File: src/rtl/pt_walker.sv
module pt_walker #(
  parameter int MIDX_W = 8,
  parameter int SIDX_W = 12,
  parameter int OFF_W  = 12
) (
  input  logic                             clk,
  input  logic                             rst_n,
  input  logic                             cfg_we,
  input  logic [MIDX_W+SIDX_W-1:0]         cfg_base,
  input  logic                             req_valid,
  output logic                             req_ready,
  input  logic [MIDX_W+SIDX_W+OFF_W-1:0]   req_vaddr,
  input  logic                             req_write,
  output logic                             rsp_valid,
  input  logic                             rsp_ready,
  output logic [MIDX_W+SIDX_W+OFF_W-1:0]   rsp_paddr,
  output logic [1:0]                       rsp_fault,
  output logic                             busy,
  output logic                             mem_req_valid,
  input  logic                             mem_req_ready,
  output logic                             mem_req_write,
  output logic [MIDX_W+SIDX_W+OFF_W-1:0]   mem_req_addr,
  output logic [MIDX_W+SIDX_W+OFF_W-1:0]   mem_req_wdata,
  input  logic                             mem_rsp_valid,
  input  logic [MIDX_W+SIDX_W+OFF_W-1:0]   mem_rsp_rdata
);
  localparam int VA_W    = MIDX_W + SIDX_W + OFF_W;
  localparam int FRAME_W = VA_W - OFF_W;
  localparam int B_WR    = OFF_W - 1;
  localparam int B_RD    = OFF_W - 2;
  localparam int B_DIRTY = OFF_W - 3;
  localparam int B_REF   = OFF_W - 4;
  localparam int B_VAL   = OFF_W - 5;
  localparam logic [1:0] F_OK = 2'd0, F_PAGE = 2'd1, F_PERM = 2'd2;

  typedef enum logic [2:0] {
    S_IDLE, S_MREQ, S_MWAIT, S_PREQ, S_PWAIT, S_WREQ, S_WWAIT, S_RESP
  } state_t;

  state_t               state;
  logic [FRAME_W-1:0]   base_q;
  logic [FRAME_W-1:0]   sec_q;
  logic [VA_W-1:0]      va_q;
  logic                 wr_q;
  logic [VA_W-1:0]      pte_q;
  logic [VA_W-1:0]      pa_q;
  logic [1:0]           fault_q;
  logic                 busy_q;

  wire [MIDX_W-1:0] midx = va_q[VA_W-1 -: MIDX_W];
  wire [SIDX_W-1:0] sidx = va_q[OFF_W +: SIDX_W];

  wire [VA_W-1:0] top_addr = {base_q, {OFF_W{1'b0}}}
                           + {{(VA_W-MIDX_W-2){1'b0}}, midx, 2'b00};
  wire [VA_W-1:0] pte_addr = {sec_q, {OFF_W{1'b0}}}
                           + {{(VA_W-SIDX_W-2){1'b0}}, sidx, 2'b00};

  wire [VA_W-1:0] pte_upd = pte_q | (VA_W'(1) << B_REF)
                          | (wr_q ? (VA_W'(1) << B_DIRTY) : '0);

  wire rd_ok   = mem_rsp_rdata[B_RD];
  wire wr_ok   = mem_rsp_rdata[B_RD] & mem_rsp_rdata[B_WR];
  wire perm_ok = wr_q ? wr_ok : rd_ok;
  wire need_wb = ~mem_rsp_rdata[B_REF] | (wr_q & ~mem_rsp_rdata[B_DIRTY]);

  assign req_ready     = (state == S_IDLE);
  assign busy          = busy_q;
  assign rsp_valid     = (state == S_RESP);
  assign rsp_paddr     = pa_q;
  assign rsp_fault     = fault_q;
  assign mem_req_valid = (state == S_MREQ) || (state == S_PREQ) || (state == S_WREQ);
  assign mem_req_write = (state == S_WREQ);
  assign mem_req_addr  = (state == S_MREQ) ? top_addr : pte_addr;
  assign mem_req_wdata = pte_upd;

  always_ff @(posedge clk or negedge rst_n) begin
    if (!rst_n) begin
      base_q <= '0;
    end else if (cfg_we) begin
      base_q <= cfg_base;
    end
  end

  always_ff @(posedge clk or negedge rst_n) begin
    if (!rst_n) begin
      state   <= S_IDLE;
      sec_q   <= '0;
      va_q    <= '0;
      wr_q    <= 1'b0;
      pte_q   <= '0;
      pa_q    <= '0;
      fault_q <= F_OK;
      busy_q  <= 1'b0;
    end else begin
      case (state)
        S_IDLE: if (req_valid) begin
          va_q   <= req_vaddr;
          wr_q   <= req_write;
          busy_q <= 1'b1;
          state  <= S_MREQ;
        end
        S_MREQ: if (mem_req_ready) state <= S_MWAIT;
        S_MWAIT: if (mem_rsp_valid) begin
          if (!mem_rsp_rdata[B_VAL]) begin
            fault_q <= F_PAGE;
            pa_q    <= '0;
            state   <= S_RESP;
          end else begin
            sec_q <= mem_rsp_rdata[VA_W-1 -: FRAME_W];
            state <= S_PREQ;
          end
        end
        S_PREQ: if (mem_req_ready) state <= S_PWAIT;
        S_PWAIT: if (mem_rsp_valid) begin
          pte_q <= mem_rsp_rdata;
          if (!mem_rsp_rdata[B_VAL]) begin
            fault_q <= F_PAGE;
            pa_q    <= '0;
            state   <= S_RESP;
          end else if (!perm_ok) begin
            fault_q <= F_PERM;
            pa_q    <= '0;
            state   <= S_RESP;
          end else begin
            fault_q <= F_OK;
            pa_q    <= {mem_rsp_rdata[VA_W-1 -: FRAME_W], va_q[OFF_W-1:0]};
            state   <= need_wb ? S_WREQ : S_RESP;
          end
        end
        S_WREQ: if (mem_req_ready) state <= S_WWAIT;
        S_WWAIT: if (mem_rsp_valid) state <= S_RESP;
        S_RESP: if (rsp_ready) begin
          busy_q <= 1'b0;
          state  <= S_IDLE;
        end
        default: state <= S_IDLE;
      endcase
    end
  end
endmodule

File: config.mk
export PLATFORM = sky130hd
export DESIGN_NAME = pt_walker
export DESIGN_NICKNAME = d
export VERILOG_FILES = /design/src/rtl/pt_walker.sv
export SDC_FILE = /design/constraint.sdc
export NUM_CORES = 1
export LEC_CHECK = 0
export BUFFER_PORTS_ARGS = -buffer_cell sky130_fd_sc_hd__buf_2
export CAP_MARGIN = 20
export CORE_MARGIN = 8
export CORE_UTILIZATION = 25
export CTS_CLUSTER_SIZE = 12
export DETAILED_ROUTE_END_ITERATION = 12
export PLACE_DENSITY = 0.41
export SKIP_CTS_REPAIR_TIMING = 1
export SLEW_MARGIN = 5
export SYNTH_ARGS = -nofsm -noshare
export SYNTH_HDL_FRONTEND = slang
export SYNTH_SLANG_ARGS = --single-unit
File: constraint.sdc
create_clock -name clk -period 5 [get_ports clk]
set_clock_uncertainty 0.1 [all_clocks]
set_input_delay 1 -clock clk [delete_from_list [all_inputs] [get_ports clk]]
set_output_delay 1 -clock clk [all_outputs]
set_load 0.005 [all_outputs]
# == Yosys cells after proc, flatten, opt, wreduce, memory -nomap -nowiden ==
# Cells that the tools add are included.
# op_classes
add_sub_neg,2
mux,31
reduce_logical,11
eq_ne,16
n_bitwise,6
# ops
operator,n
$mux W32,6
$pmux W32 S2,1
$add A32 B10 Y32,1
$add A32 B14 Y32,1
$or A32 B10 Y32,1
$mux W3,9
$pmux W3 S8,1
$mux W2,8
$ne A2 B2 Y1 const B,8
$eq A3 B3 Y1 const B,4
$mux W10,1
$reduce_and A8 Y1,1
$eq A3 B2 Y1 const B,2
$reduce_and A3 Y1,2
$pmux W2 S2,1
$reduce_and A2 Y1,2
$reduce_and A4 Y1,1
$reduce_bool A2 Y1,2
$eq A3 B1 Y1 const B,1
$logic_not A3 Y1,1
$mux W1,3
$and A1 B1 Y1,2
$logic_or A1 B1 Y1,2
$ne A2 B1 Y1 const B,1
3 further kinds,4
# word_totals
out_inout_bits,103
word_cells,75
ff_bits,143

# == Longest topological paths before layout ==
# Gate-level depths: netlist of run 1.
# depth
ltp_word,8
mapped_depth,7
mapped_depth_nobuf,7

# == Worst setup path before layout of run 1 ==
# OpenSTA, ideal clock, no wires.
# synth_timing
kind,flip-flop to output port
start,register sec_q[0]
end,output mem_req_addr[30]
slack_ns,2.076
arrival_ns,1.824
path_buffers,0
stages_incl_launch_ff,8
cell_sequence,dfrtp_1 ha_1 inv_1 fa_1 nand3b_1 nor3_2 mux2i_1 o211ai_1
# synth_between
elab_chain_len,2
# synth_lines
element,line,source
from (decl),42,logic [FRAME_W-1:0] sec_q;
from (signal assigned),109,sec_q <= mem_rsp_rdata[VA_W-1 -: FRAME_W];
$add A32 B14 Y32,56,"+ {{(VA_W-SIDX_W-2){1'b0}}, sidx, 2'b00};"
$mux W32,73,assign mem_req_addr = (state == S_MREQ) ? top_addr : pte_addr;
to (decl),22,"output logic [MIDX_W+SIDX_W+OFF_W-1:0] mem_req_addr,"
# No other way between the ends.

# == Final worst setup path of run 1 ==
# layout_timing
start,register state[0]
end,output mem_req_addr[24]
# layout_between
elab_chain_len,2
# layout_lines
element,line,source
from (decl),40,state_t state;
from (signal assigned),127,state <= need_wb ? S_WREQ : S_RESP;
$eq A3 B1 Y1,73,
$mux W32,73,
# No other way between the ends.

==> impl_results.md, run 1 <==
* Run status: finished, final reports clean
* Total CTS buffers at 17
* Maximum clock frequency at ~270 MHz
* Final Setup Violations at 0
* Sinks on the clock net at 142
* Proportion of register bits with asynchronous set or reset after synthesis at 100%
* Later-pin clock latency in the skew report at 0.41 ns
* Total vias in the final route at approximately 4.5k
* Launching element type of the critical path: flop
* Core outline area at approximately 26000 sq um
* Number of top-level pins at just under 200
* Drt first pass iters at 4
* Cell area after layout at 8110 sq um
* Min-Delay Endpoint: busy
* Die Footprint at roughly 31000 sq um
* Power density over the cells at 560 nW/um^2
* Worst voltage drop across the vdd grid at 0.167 mV
* Routed wire length per instance at ~18 microns
* Routed wire length at about 19 mm
* Site row count at a little under 60
* MaxCap Viol Count at 0
* Final weighted congestion in routability-driven placement at 0.768
* Category of the critical setup timing path: reg -> out
* Post-Route Setup TNS at 0 ns
* Congestion Overflow GR at 0
* Library cell used as clock root buffer: sky130_fd_sc_hd__clkbuf_16
* Mapped Cells at 525
* Starting density of the core at between 20% and 30%
* Sum of net half-perimeters after detailed placement at approximately 14 mm
* Required @ worst endpoint at between 3 and 4 ns
* Placed inst area at 7550 sq um
* Launch instance of the worst min-delay path: busy
* Most frequent cells in the layout: sky130_fd_sc_hd__buf_2, sky130_fd_sc_hd__dfrtp_1, sky130_fd_sc_hd__mux2_2
* Warning count from the yosys run at 0
* CTS tree: done
* Cells on Worst Hold Path at 1
* Type of the tightest min-delay check: reg -> reg
* Number of port buffers at between 150 and 200
* DRC errors left at 0
* Flop2flop setup slack at between 2 and 2.5 ns
* Max Root-Sink Buffers at 2
* Worst-case reg-to-reg path depth at 6
* Period utilization at between 70% and 80%
* Endpoints failing hold at 0
* Most frequent standard cell in the layout excluding fill and tap cells: sky130_fd_sc_hd__buf_2
* Data arrival time of the worst path at approximately 2.6 ns
* Tot GR Track Use at about an eighth
* Worst r2r dst: rsp_paddr[13]
* CP max FO at 20
* Number of vias per cell after detailed routing at between 4 and 5
* Worst r2r src: state[1]
* Post-synth EDFFs at 0
* Register clock-pin slew on the reported worst setup and hold paths at roughly 0.070 ns
* Filler instances at around 2.7k
* Die X at approximately 180 microns
* Most instantiated flip-flop cell in the synthesis netlist: sky130_fd_sc_hd__dfrtp_1
* Post-synthesis instance area at approximately 6500 sq um
* Number of global-route vias before repair at 5011
* CP startpoint: state[0]
* H-tree depth at 4
* Per-instance average area after synthesis at between 10 and 15 sq um
* Fraction of layout cells with a size suffix above 1 at 49.5%
* Final-stage net count at slightly below 800
* Shortest period the worst path allows at between 3 and 4 ns
* Max Slew Vio Count at 0
* Layout Utilization at 31.6%
* Layout area overhead at 25.6%
* Largest net degree at the start of global routing at 64
* Worst setup EP type: primary output
* Die span in y at 177 microns
* Max-Slew Margin vs Limit at around 34%
* Number of different library cells in the post-synthesis netlist at 52
* Cell leakage power at ~3.8 nW
* Final antenna-violating net count at 0
* Sequential-to-total area share from yosys stat at 55.0%
* First-pass GRT wire length at about 30 mm
* FF+latch count, synth at approximately 140
* Number of DRC violations after detailed-routing iteration 0 at between 200 and 300
* Worst-Margin Slew at between 0.9 and 1 ns
* Initial antenna violation count at 3
* RSZ-0062 raised after global routing: no
-- kinds of logic (layout without fill, tap and decap cells) --
logic type	Yosys count	after routing	synth area share [%]
adders and majority gates	3	3	0.698
other	2	4	0.116
AOI/OAI and AO/OA	73	73	8.47
DFF	142	142	55.0
and+or+nand+nor	116	116	9.19
muxes	105	105	18.3
buffers and inverters	72	239	6.59
xor gates and xnor gates	12	12	1.63
-- power breakdown --
group / switching [mW] / internal (mW) / total (mW)
sequential: 0.309 / 1.54 / 1.85
combinational: 0.688 / 0.777 / 1.46
clock: 0.529 / 0.692 / 1.22
total: 1.53 / 3.01 / 4.54
-- cells in the mapped netlist, types with 2 or more instances --
library cell / n / area share [%]
sky130_fd_sc_hd__dfrtp_1: 142 / 55
sky130_fd_sc_hd__mux2_2: 102 / 18
sky130_fd_sc_hd__o21ai_0: 14 / 1.1
sky130_fd_sc_hd__nor4_1: 5 / 0.48
sky130_fd_sc_hd__nand3_1: 8 / 0.62
sky130_fd_sc_hd__nand4_1: 5 / 0.48
sky130_fd_sc_hd__nor3_1: 5 / 0.39
sky130_fd_sc_hd__o211ai_1: 2 / 0.23
sky130_fd_sc_hd__clkbuf_1: 10 / 0.58
sky130_fd_sc_hd__xor2_1: 2 / 0.27
sky130_fd_sc_hd__and2_1: 5 / 0.48
sky130_fd_sc_hd__nor2b_1: 4 / 0.39
sky130_fd_sc_hd__ha_1: 2 / 0.39
sky130_fd_sc_hd__a22o_1: 33 / 4.5
sky130_fd_sc_hd__nand3b_1: 2 / 0.23
sky130_fd_sc_hd__a21oi_1: 6 / 0.47
sky130_fd_sc_hd__conb_1: 2 / 0.12
sky130_fd_sc_hd__nand2_1: 52 / 3.0
sky130_fd_sc_hd__nor3b_1: 5 / 0.58
sky130_fd_sc_hd__inv_1: 10 / 0.58
sky130_fd_sc_hd__mux2i_1: 3 / 0.47
sky130_fd_sc_hd__xnor2_1: 10 / 1.4
sky130_fd_sc_hd__buf_2: 16 / 1.2
sky130_fd_sc_hd__nor3_2: 2 / 0.31
sky130_fd_sc_hd__a31oi_1: 3 / 0.29
sky130_fd_sc_hd__buf_4: 36 / 4.2
sky130_fd_sc_hd__nor2_1: 14 / 0.81
-- layer usage --
metal | track usage, % | vias up | share of wire, %
li1 | - | 2124 | -
met1 | 15.6 | 2234 | 45
met2 | 18.7 | 134 | 47
met3 | 4.03 | 16 | 6.8
met4 | 4.34 | 4 | 1.4
met5 | 0 | - | 0.12
-- worst max-delay path by stage --
stage | cells past startpoint | to | slack (ns)
after floorplan | 7 | mem_req_addr[30] | 2.08
after global placement | 6 | rsp_paddr[13] | 1.62
after global routing | 5 | mem_req_addr[24] | 1.05
after CTS | 8 | mem_req_addr[30] | 1.23
after detailed placement | 7 | rsp_paddr[13] | 1.55
final | 5 | mem_req_addr[24] | 1.26
-- through the flow --
stage | hold slack (ns) | setup WS (ns) | power (mW) | std cells
floorplan | 0.362 | 2.08 | 2.82 | 526
global placement | 0.360 | 1.62 | 3.33 | 996
detailed placement | 0.362 | 1.55 | 3.39 | 997
CTS | 0.387 | 1.23 | 4.64 | 1028
global route | 0.404 | 1.05 | 4.88 | 1029
finish | 0.389 | 1.26 | 4.54 | 1029
-- sequential cells by signal, summed over array words and instances (netlist names) --
name	count
rsp_paddr	32
va_q	32
pte_q	31
base_q	20
sec_q	20
state	3
rsp_fault	2
busy	1
wr_q	1
-- layout make-up --
cell class | instances | area, sq um | share of cell area, %
diodes | 1 | 2.50 | 0.0309
repair buffers | 198 | 1030 | 12.8
inverters | 10 | 37.5 | 0.463
clock inverters | 14 | 135 | 1.67
flip-flops and latches | 142 | 3550 | 43.8
well taps | 335 | 419 | 5.17
multi-input cells | 312 | 2500 | 30.8
clock buffers | 17 | 425 | 5.25
-- worst max-delay path, stage by stage, from the launching register on --
cell	delay, ns
sky130_fd_sc_hd__dfrtp_1	0.62
sky130_fd_sc_hd__nor3b_2	0.88
sky130_fd_sc_hd__buf_4	0.36
sky130_fd_sc_hd__nand2_1	0.07
sky130_fd_sc_hd__o21ai_0	0.11
sky130_fd_sc_hd__buf_2	0.17
(Power assumes the default switching activity.)
==> run 2, diff against run 1 <==
- ABC_AREA: default -> 1
- clock period: 5 -> 3.7 ns (I/O delays scaled with it)
==> impl_results.md, run 2 <==
* Max Slew Vio Count at 0 (unchanged)
* Final weighted congestion in routability-driven placement at 0.779 (was 0.768)
* Yosys top cell area share at 53.4% (was 55.0%)
* Period utilization at 86.4%
* Flop2flop setup slack at 1.62 ns (was 2.19 ns)
* Max-Slew Margin vs Limit at 54.8% (was 33.7%)
* Routed wire length at 19.9 mm (was 18.6 mm)
* Initial antenna violation count at 5 (was 3)
* Launching element type of the critical path: flop (unchanged)
* Required @ worst endpoint at 2.86 ns (was 3.90 ns)
* Library cell used as clock root buffer: sky130_fd_sc_hd__clkbuf_16 (unchanged)
* Worst-case reg-to-reg path depth at 10 (was 6)
* Shortest period the worst path allows at roughly 3.2 ns
* Largest net degree at the start of global routing at 54 (was 64)
* Worst voltage drop across the vdd grid at 0.242 mV (was 0.167 mV)
* Multiplexer area fraction after synthesis at 7.28% (was 18.3%)
* CP startpoint: va_q[22] (was state[0])
* Starting density of the core at 25.5% (was 25.1%)
* Inserted Diodes at 0 (was 1)
* Die Footprint at 32100 sq um (was 31200 sq um)
* DRC errors left at 0 (unchanged)
* Register clock-pin slew on the reported worst setup and hold paths at 0.06 ns (was 0.07 ns)
* Post-synth EDFFs at 0 (unchanged)
* Maximum clock frequency at 313 MHz
* Hold_ws at 0.151 ns (was 0.389 ns)
* Sinks on the clock net at 142 (unchanged)
* Number of top-level pins at 195 (unchanged)
* Fraction of layout cells with a size suffix above 1 at 30.7% (was 49.5%)
* Later-pin clock latency in the skew report at 0.42 ns (was 0.41 ns)
* Routed wire length per instance at 15.9 microns (was 18.1 microns)
* Simple logic cell fraction of the synthesized area at 21.3% (was 9.19%)
* CP max FO at 3 (was 20)
* Category of the critical setup timing path: reg -> out (unchanged)
* Most instantiated flip-flop cell in the synthesis netlist: sky130_fd_sc_hd__dfrtp_1 (unchanged)
* FF+latch count, synth at 142 (unchanged)
* Post-Route Setup TNS at 0 ns (unchanged)
* Final antenna-violating net count at 0 (unchanged)
* Sum of net half-perimeters after detailed placement at 14.7 mm (was 14.0 mm)
* Worst r2r src: state[0] (was state[1])
* Commonest cells in the netlist: sky130_fd_sc_hd__nand2_1, sky130_fd_sc_hd__dfrtp_1, sky130_fd_sc_hd__o21ai_0 (was sky130_fd_sc_hd__dfrtp_1, sky130_fd_sc_hd__mux2_2, sky130_fd_sc_hd__nand2_1)
* Number of vias per cell after detailed routing at 4.18 (was 4.38)
* Drt first pass iters at 5 (was 4)
* Number of global-route vias before repair at 5618 (was 5011)
* Max Root-Sink Buffers at 2 (unchanged)
* MaxCap Viol Count at 0 (unchanged)
* Total CTS buffers at 17 (unchanged)
* Most frequent cells in the layout: sky130_fd_sc_hd__nand2_1, sky130_fd_sc_hd__buf_2, sky130_fd_sc_hd__dfrtp_1 (was sky130_fd_sc_hd__buf_2, sky130_fd_sc_hd__dfrtp_1, sky130_fd_sc_hd__mux2_2)
* Congestion Overflow GR at 0 (unchanged)
* Data arrival time of the worst path at 2.36 ns (was 2.64 ns)
* Final-stage net count at 997 (was 776)
* CTS tree: done (unchanged)
* Most used standard cell by instance count after synthesis: sky130_fd_sc_hd__nand2_1 (was sky130_fd_sc_hd__dfrtp_1)
* Tot GR Track Use at 12.9% (was 12.1%)
* H-tree depth at 4 (unchanged)
* Post-synthesis instance area at 6650 sq um (was 6450 sq um)
* Cell leakage power at 4.42 nW (was 3.84 nW)
* Final Setup Violations at 0 (unchanged)
* Power density over the cells at 764 nW/um^2 (was 560 nW/um^2)
* Die X at 179 microns (was 177 microns)
* Sequential-to-total area share from yosys stat at 53.4% (was 55.0%)
* Die span in y at 179 microns (was 177 microns)
* First-pass GRT wire length at 31.7 mm (was 29.2 mm)
* Main area contributors after synthesis: sky130_fd_sc_hd__dfrtp_1, sky130_fd_sc_hd__nand2_1, sky130_fd_sc_hd__mux2_2 (was sky130_fd_sc_hd__dfrtp_1, sky130_fd_sc_hd__mux2_2, sky130_fd_sc_hd__a22o_1)
* Type of the tightest min-delay check: in -> async (was reg -> reg)
* Endpoints failing hold at 0 (unchanged)
* Parity-gate share of the synthesized area counting xor and xnor cells at 1.32% (was 1.63%)
* Run status: finished, final reports clean (unchanged)
* Worst setup EP type: primary output (unchanged)
* Site row count at 59 (unchanged)
* Most frequent standard cell in the layout excluding fill and tap cells: sky130_fd_sc_hd__nand2_1 (was sky130_fd_sc_hd__buf_2)
* Post-synthesis compound-gate area fraction at 6.04% (was 8.47%)
* Layout area overhead at 24.5% (was 25.6%)
* Total vias in the final route at 5229 (was 4512)
* Number of different library cells in the post-synthesis netlist at 36 (was 52)
* Number of port buffers at 191 (unchanged)
* RSZ-0062 raised after global routing: no (unchanged)
* Per-instance average area after synthesis at 8.92 sq um (was 12.3 sq um)
* Worst r2r dst: rsp_paddr[3] (was rsp_paddr[13])
* Area leader, netlist: sky130_fd_sc_hd__dfrtp_1 (unchanged)
* Number of DRC violations after detailed-routing iteration 0 at 204 (was 258)
* Main combinational cell family by area after synthesis: simple AND/OR/NAND/NOR gates (was multiplexers)
* Arithmetic-cell share of the synthesized area counting full adders, half adders and majority gates at 0.677% (was 0.698%)
* Proportion of register bits with asynchronous set or reset after synthesis at 100% (unchanged)
* Core outline area at 26100 sq um (was 25700 sq um)
* Mapped Cells at 746 (was 525)
* Timing endpoint of the critical path: mem_req_addr[22] (was mem_req_addr[24])
* Worst-Margin Slew at 0.677 ns (was 0.990 ns)
* Warning count from the yosys run at 0 (unchanged)
[run 2: cell count changes after synthesis, sizes merged, moves of 5 or more]
cell / previous run / this run
a22o: 33 / 0
xor2: 2 / 8
nand3: 9 / 43
inv: 10 / 58
mux2: 102 / 43
xnor2: 10 / 2
nand2: 52 / 261
nor2: 14 / 32
nor4: 6 / 0
o21ai: 16 / 69
nor3b: 5 / 0
[run 2: per-stage QoR]
step                      util [%]  power [mW]  cell area, sq um  instances  setup slack, ns
after floorplan                  -        3.85              6660        747             1.24
after global placement        29.4        4.66              7680       1218            0.948
after detailed placement      29.4        4.67              7680       1218            0.924
after CTS                     31.7        6.50              8280       1250            0.456
after global routing          31.7        6.88              8280       1250            0.293
final                         31.7        6.32              8280       1250            0.504
[run 2: how the worst min path moves through the flow]
| stage | to | slack (ns) | cells after the start |
|---|---|---|---|
| after floorplan | pte_q[9] | 0.33 | 2 |
| after global placement | pte_q[1] | 0.35 | 2 |
| after detailed placement | pte_q[0] | 0.36 | 2 |
| after CTS | rsp_paddr[29] | 0.17 | 1 |
| after global routing | rsp_paddr[29] | 0.17 | 1 |
| final | rsp_paddr[29] | 0.15 | 1 |
[run 2: layout make-up]
| type | count | area, sq um |
|---|---|---|
| fillers | 2878 | 17800 |
| flip-flops and latches | 142 | 3550 |
| multi-input cells | 483 | 2450 |
| repair buffers | 200 | 1030 |
| clock buffers | 19 | 443 |
| well taps | 335 | 419 |
| inverters | 58 | 220 |
| clock inverters | 13 | 163 |
[run 2: kinds of logic after synthesis]
logic type | Yosys count
DFF | 142
AOI/OAI and AO/OA | 78
other | 2
and+or+nand+nor | 346
muxes | 43
xor gates and xnor gates | 10
buffers and inverters | 122
adders and majority gates | 3
[run 2: critical path: stages (launching register included)]
cell and delay (ns):
sky130_fd_sc_hd__dfrtp_1 0.35, sky130_fd_sc_hd__ha_1 0.17, sky130_fd_sc_hd__inv_1 0.05, sky130_fd_sc_hd__fa_1 0.42, sky130_fd_sc_hd__nor2_1 0.25, sky130_fd_sc_hd__nand2_1 0.14, sky130_fd_sc_hd__nor2_1 0.14, sky130_fd_sc_hd__xor2_1 0.18
sky130_fd_sc_hd__nand2_1 0.07, sky130_fd_sc_hd__nand2_1 0.06, sky130_fd_sc_hd__buf_2 0.11
[run 2: where the power goes]
group / internal (mW) / switching [mW] / leakage (nW)
clock network: 1.08 / 0.700 / 0.290
registers: 2.09 / 0.388 / 1.78
logic: 0.903 / 1.16 / 2.35
[run 2: routing by layer]
metal / track usage [%] / vias to the layer above / wire length [microns]
li1: - / 2639 / -
met4: 4.44 / 10 / 281
met5: 0 / - / 61
met1: 16.3 / 2431 / 9210
met3: 4.09 / 29 / 1130
met2: 20.5 / 120 / 9250
==> run 3, diff against run 2 <==
- MAX_ROUTING_LAYER: default -> met4
==> impl_results.md, run 3 (synthesis gave the netlist of run 2 again) <==
* H-tree depth at 4 (unchanged)
* Shortest period the worst path allows at 3.19 ns (was 3.20 ns)
* Cell chain of the critical path: ha_1 > inv_1 > fa_1 > nor2_1 > nand2_1 > nor2_1 > xor2_1 > nand2_1 > nand2_1 > buf_2 (unchanged)
* Die Footprint at 32100 sq um (unchanged)
* Worst setup EP type: primary output (unchanged)
* Maximum clock frequency at 313 MHz (about the same)
* Cell area after layout at 8300 sq um (was 8280 sq um)
* Cell leakage power at 4.43 nW (was 4.42 nW)
* Worst path max stage delay at 0.42 ns (about the same)
* Library cell contributing the largest single delay on the critical path: sky130_fd_sc_hd__fa_1 (unchanged)
* Die span in y at 179 microns (unchanged)
* First-pass GRT wire length at 31.6 mm (was 31.7 mm)
* Die X at 179 microns (unchanged)
* Largest net degree at the start of global routing at 54 (unchanged)
* Most frequent standard cell in the layout excluding fill and tap cells: sky130_fd_sc_hd__nand2_1 (unchanged)
* Congestion Overflow GR at 0 (unchanged)
* Setup slack at placement at 0.924 ns (unchanged)
* Max Root-Sink Buffers at 2 (unchanged)
* Data arrival time of the worst path at 2.35 ns (was 2.36 ns)
* PnR worst setup slack at 0.506 ns (was 0.504 ns)
* Number of vias per cell after detailed routing at 4.16 (was 4.18)
* Max-Slew Margin vs Limit at 55.1% (was 54.8%)
* Total CTS buffers at 17 (unchanged)
* Number of global-route vias before repair at 5629 (was 5618)
* Number of DRC violations after detailed-routing iteration 0 at 242 (was 204)
* Required @ worst endpoint at 2.86 ns (about the same)
* Number of top-level pins at 195 (unchanged)
* Starting density of the core at 25.5% (unchanged)
* Worst voltage drop across the vdd grid at 0.243 mV (was 0.242 mV)
* Category of the critical setup timing path: reg -> out (unchanged)
* Site row count at 59 (unchanged)
* Later-pin clock latency in the skew report at 0.42 ns (about the same)
* Hold_ws at 0.144 ns (was 0.151 ns)
* DRC errors left at 0 (unchanged)
* Final Setup Violations at 0 (unchanged)
* Library cell used as clock root buffer: sky130_fd_sc_hd__clkbuf_16 (unchanged)
* Total vias in the final route at 5219 (was 5229)
* Filler instances at 2875 (was 2878)
* Register clock-pin slew on the reported worst setup and hold paths at 0.06 ns (about the same)
* Power density over the cells at 763 nW/um^2 (was 764 nW/um^2)
* Final-stage net count at 997 (unchanged)
* Sum of net half-perimeters after detailed placement at 14.7 mm (unchanged)
* CP max FO at 3 (unchanged)
* Initial antenna violation count at 5 (unchanged)
* Placed inst area at 7680 sq um (unchanged)
* MaxCap Viol Count at 0 (unchanged)
* Drt first pass iters at 4 (was 5)
* Max Slew Vio Count at 0 (unchanged)
* Tot GR Track Use at 13.3% (was 12.9%)
* Period utilization at 86.3% (was 86.4%)
* Final antenna-violating net count at 0 (unchanged)
* Routed wire length per instance at 15.9 microns (about the same)
* Most frequent cells in the layout: sky130_fd_sc_hd__nand2_1, sky130_fd_sc_hd__buf_2, sky130_fd_sc_hd__dfrtp_1 (unchanged)
* Fraction of layout cells with a size suffix above 1 at 30.7% (unchanged)
* Endpoints failing hold at 0 (unchanged)
* Run status: finished, final reports clean (unchanged)
* Core outline area at 26100 sq um (unchanged)
* Routed wire length at 20.0 mm (was 19.9 mm)
* CTS tree: done (unchanged)
* Worst-Margin Slew at 0.673 ns (was 0.677 ns)
* Post-Route Setup TNS at 0 ns (unchanged)
* Launching element type of the critical path: flop (unchanged)
* Type of the tightest min-delay check: in -> async (unchanged)
* RSZ-0062 raised after global routing: no (unchanged)
* Layout area overhead at 24.7% (was 24.5%)
* Number of port buffers at 191 (unchanged)
* Final weighted congestion in routability-driven placement at 0.790 (was 0.779)
* Sinks on the clock net at 142 (unchanged)
* Worst-case reg-to-reg path depth at 10 (unchanged)
* Most frequent CP cell: sky130_fd_sc_hd__nand2_1 (unchanged)
==> run 3: changes by cell type in the layout (fill, tap and decap cells not counted) <==
cell,delta
sky130_fd_sc_hd__diode_2,+5
==> run 3: routing by layer <==
layer  up-vias  track usage [%]  part of all wire [%]
li1       2648                -                     -
met5         -                -                     0
met1      2436             16.6                    47
met3        13             4.04                   5.4
met4         0             3.71                  0.89
met2       122             20.5                    47
==> run 3: worst paths after layout <==
| path | slack, ns | to | from |
|---|---|---|---|
| max in group asynchronous | 2.46 | va_q[26] | rst_n |
| worst max-delay path | 0.51 | mem_req_addr[22] | va_q[22] |
| min in group clk | 0.37 | pte_q[3] | pte_q[3] |
| worst min register to register | 0.37 | pte_q[3] | pte_q[3] |
| worst max register to register | 1.62 | rsp_paddr[3] | state[0] |
| worst min-delay path | 0.14 | rsp_paddr[29] | rst_n |
==> run 3: final cells by class <==
| class | count | area [sq um] | share of cell area (%) |
|---|---|---|---|
| sequential | 142 | 3550 | 42.8 |
| multi-input combinational | 483 | 2450 | 29.6 |
| timing repair buffer | 200 | 1030 | 12.4 |
| clock buffer | 19 | 443 | 5.34 |
| tap | 335 | 419 | 5.05 |
| inverter | 58 | 220 | 2.65 |
| clock inverter | 13 | 163 | 1.96 |
| antenna | 5 | 12.5 | 0.151 |
==> run 3: metrics by stage <==
step	std cells	util (%)	total power, mW
2_1_floorplan	747	-	3.85
4_1_cts	1250	31.7	6.50
5_1_grt	1255	31.7	6.88
3_3_place_gp	1218	29.4	4.66
3_5_place_dp	1218	29.4	4.67
6_report	1255	31.7	6.33
==> run 3: power breakdown <==
part	leakage (nW)	internal, mW	switching [mW]
sequential	1.78	2.09	0.390
combinational	2.35	0.903	1.17
clock	0.290	1.08	0.702
==> run 3: worst max-delay path: cells and delay by family (launching register included) <==
kind,cells,cell delay (ns)
simple gates,5,0.66
xor+xnor,1,0.18
buf+inv,2,0.16
flops,1,0.35
fa+ha+maj,2,0.59
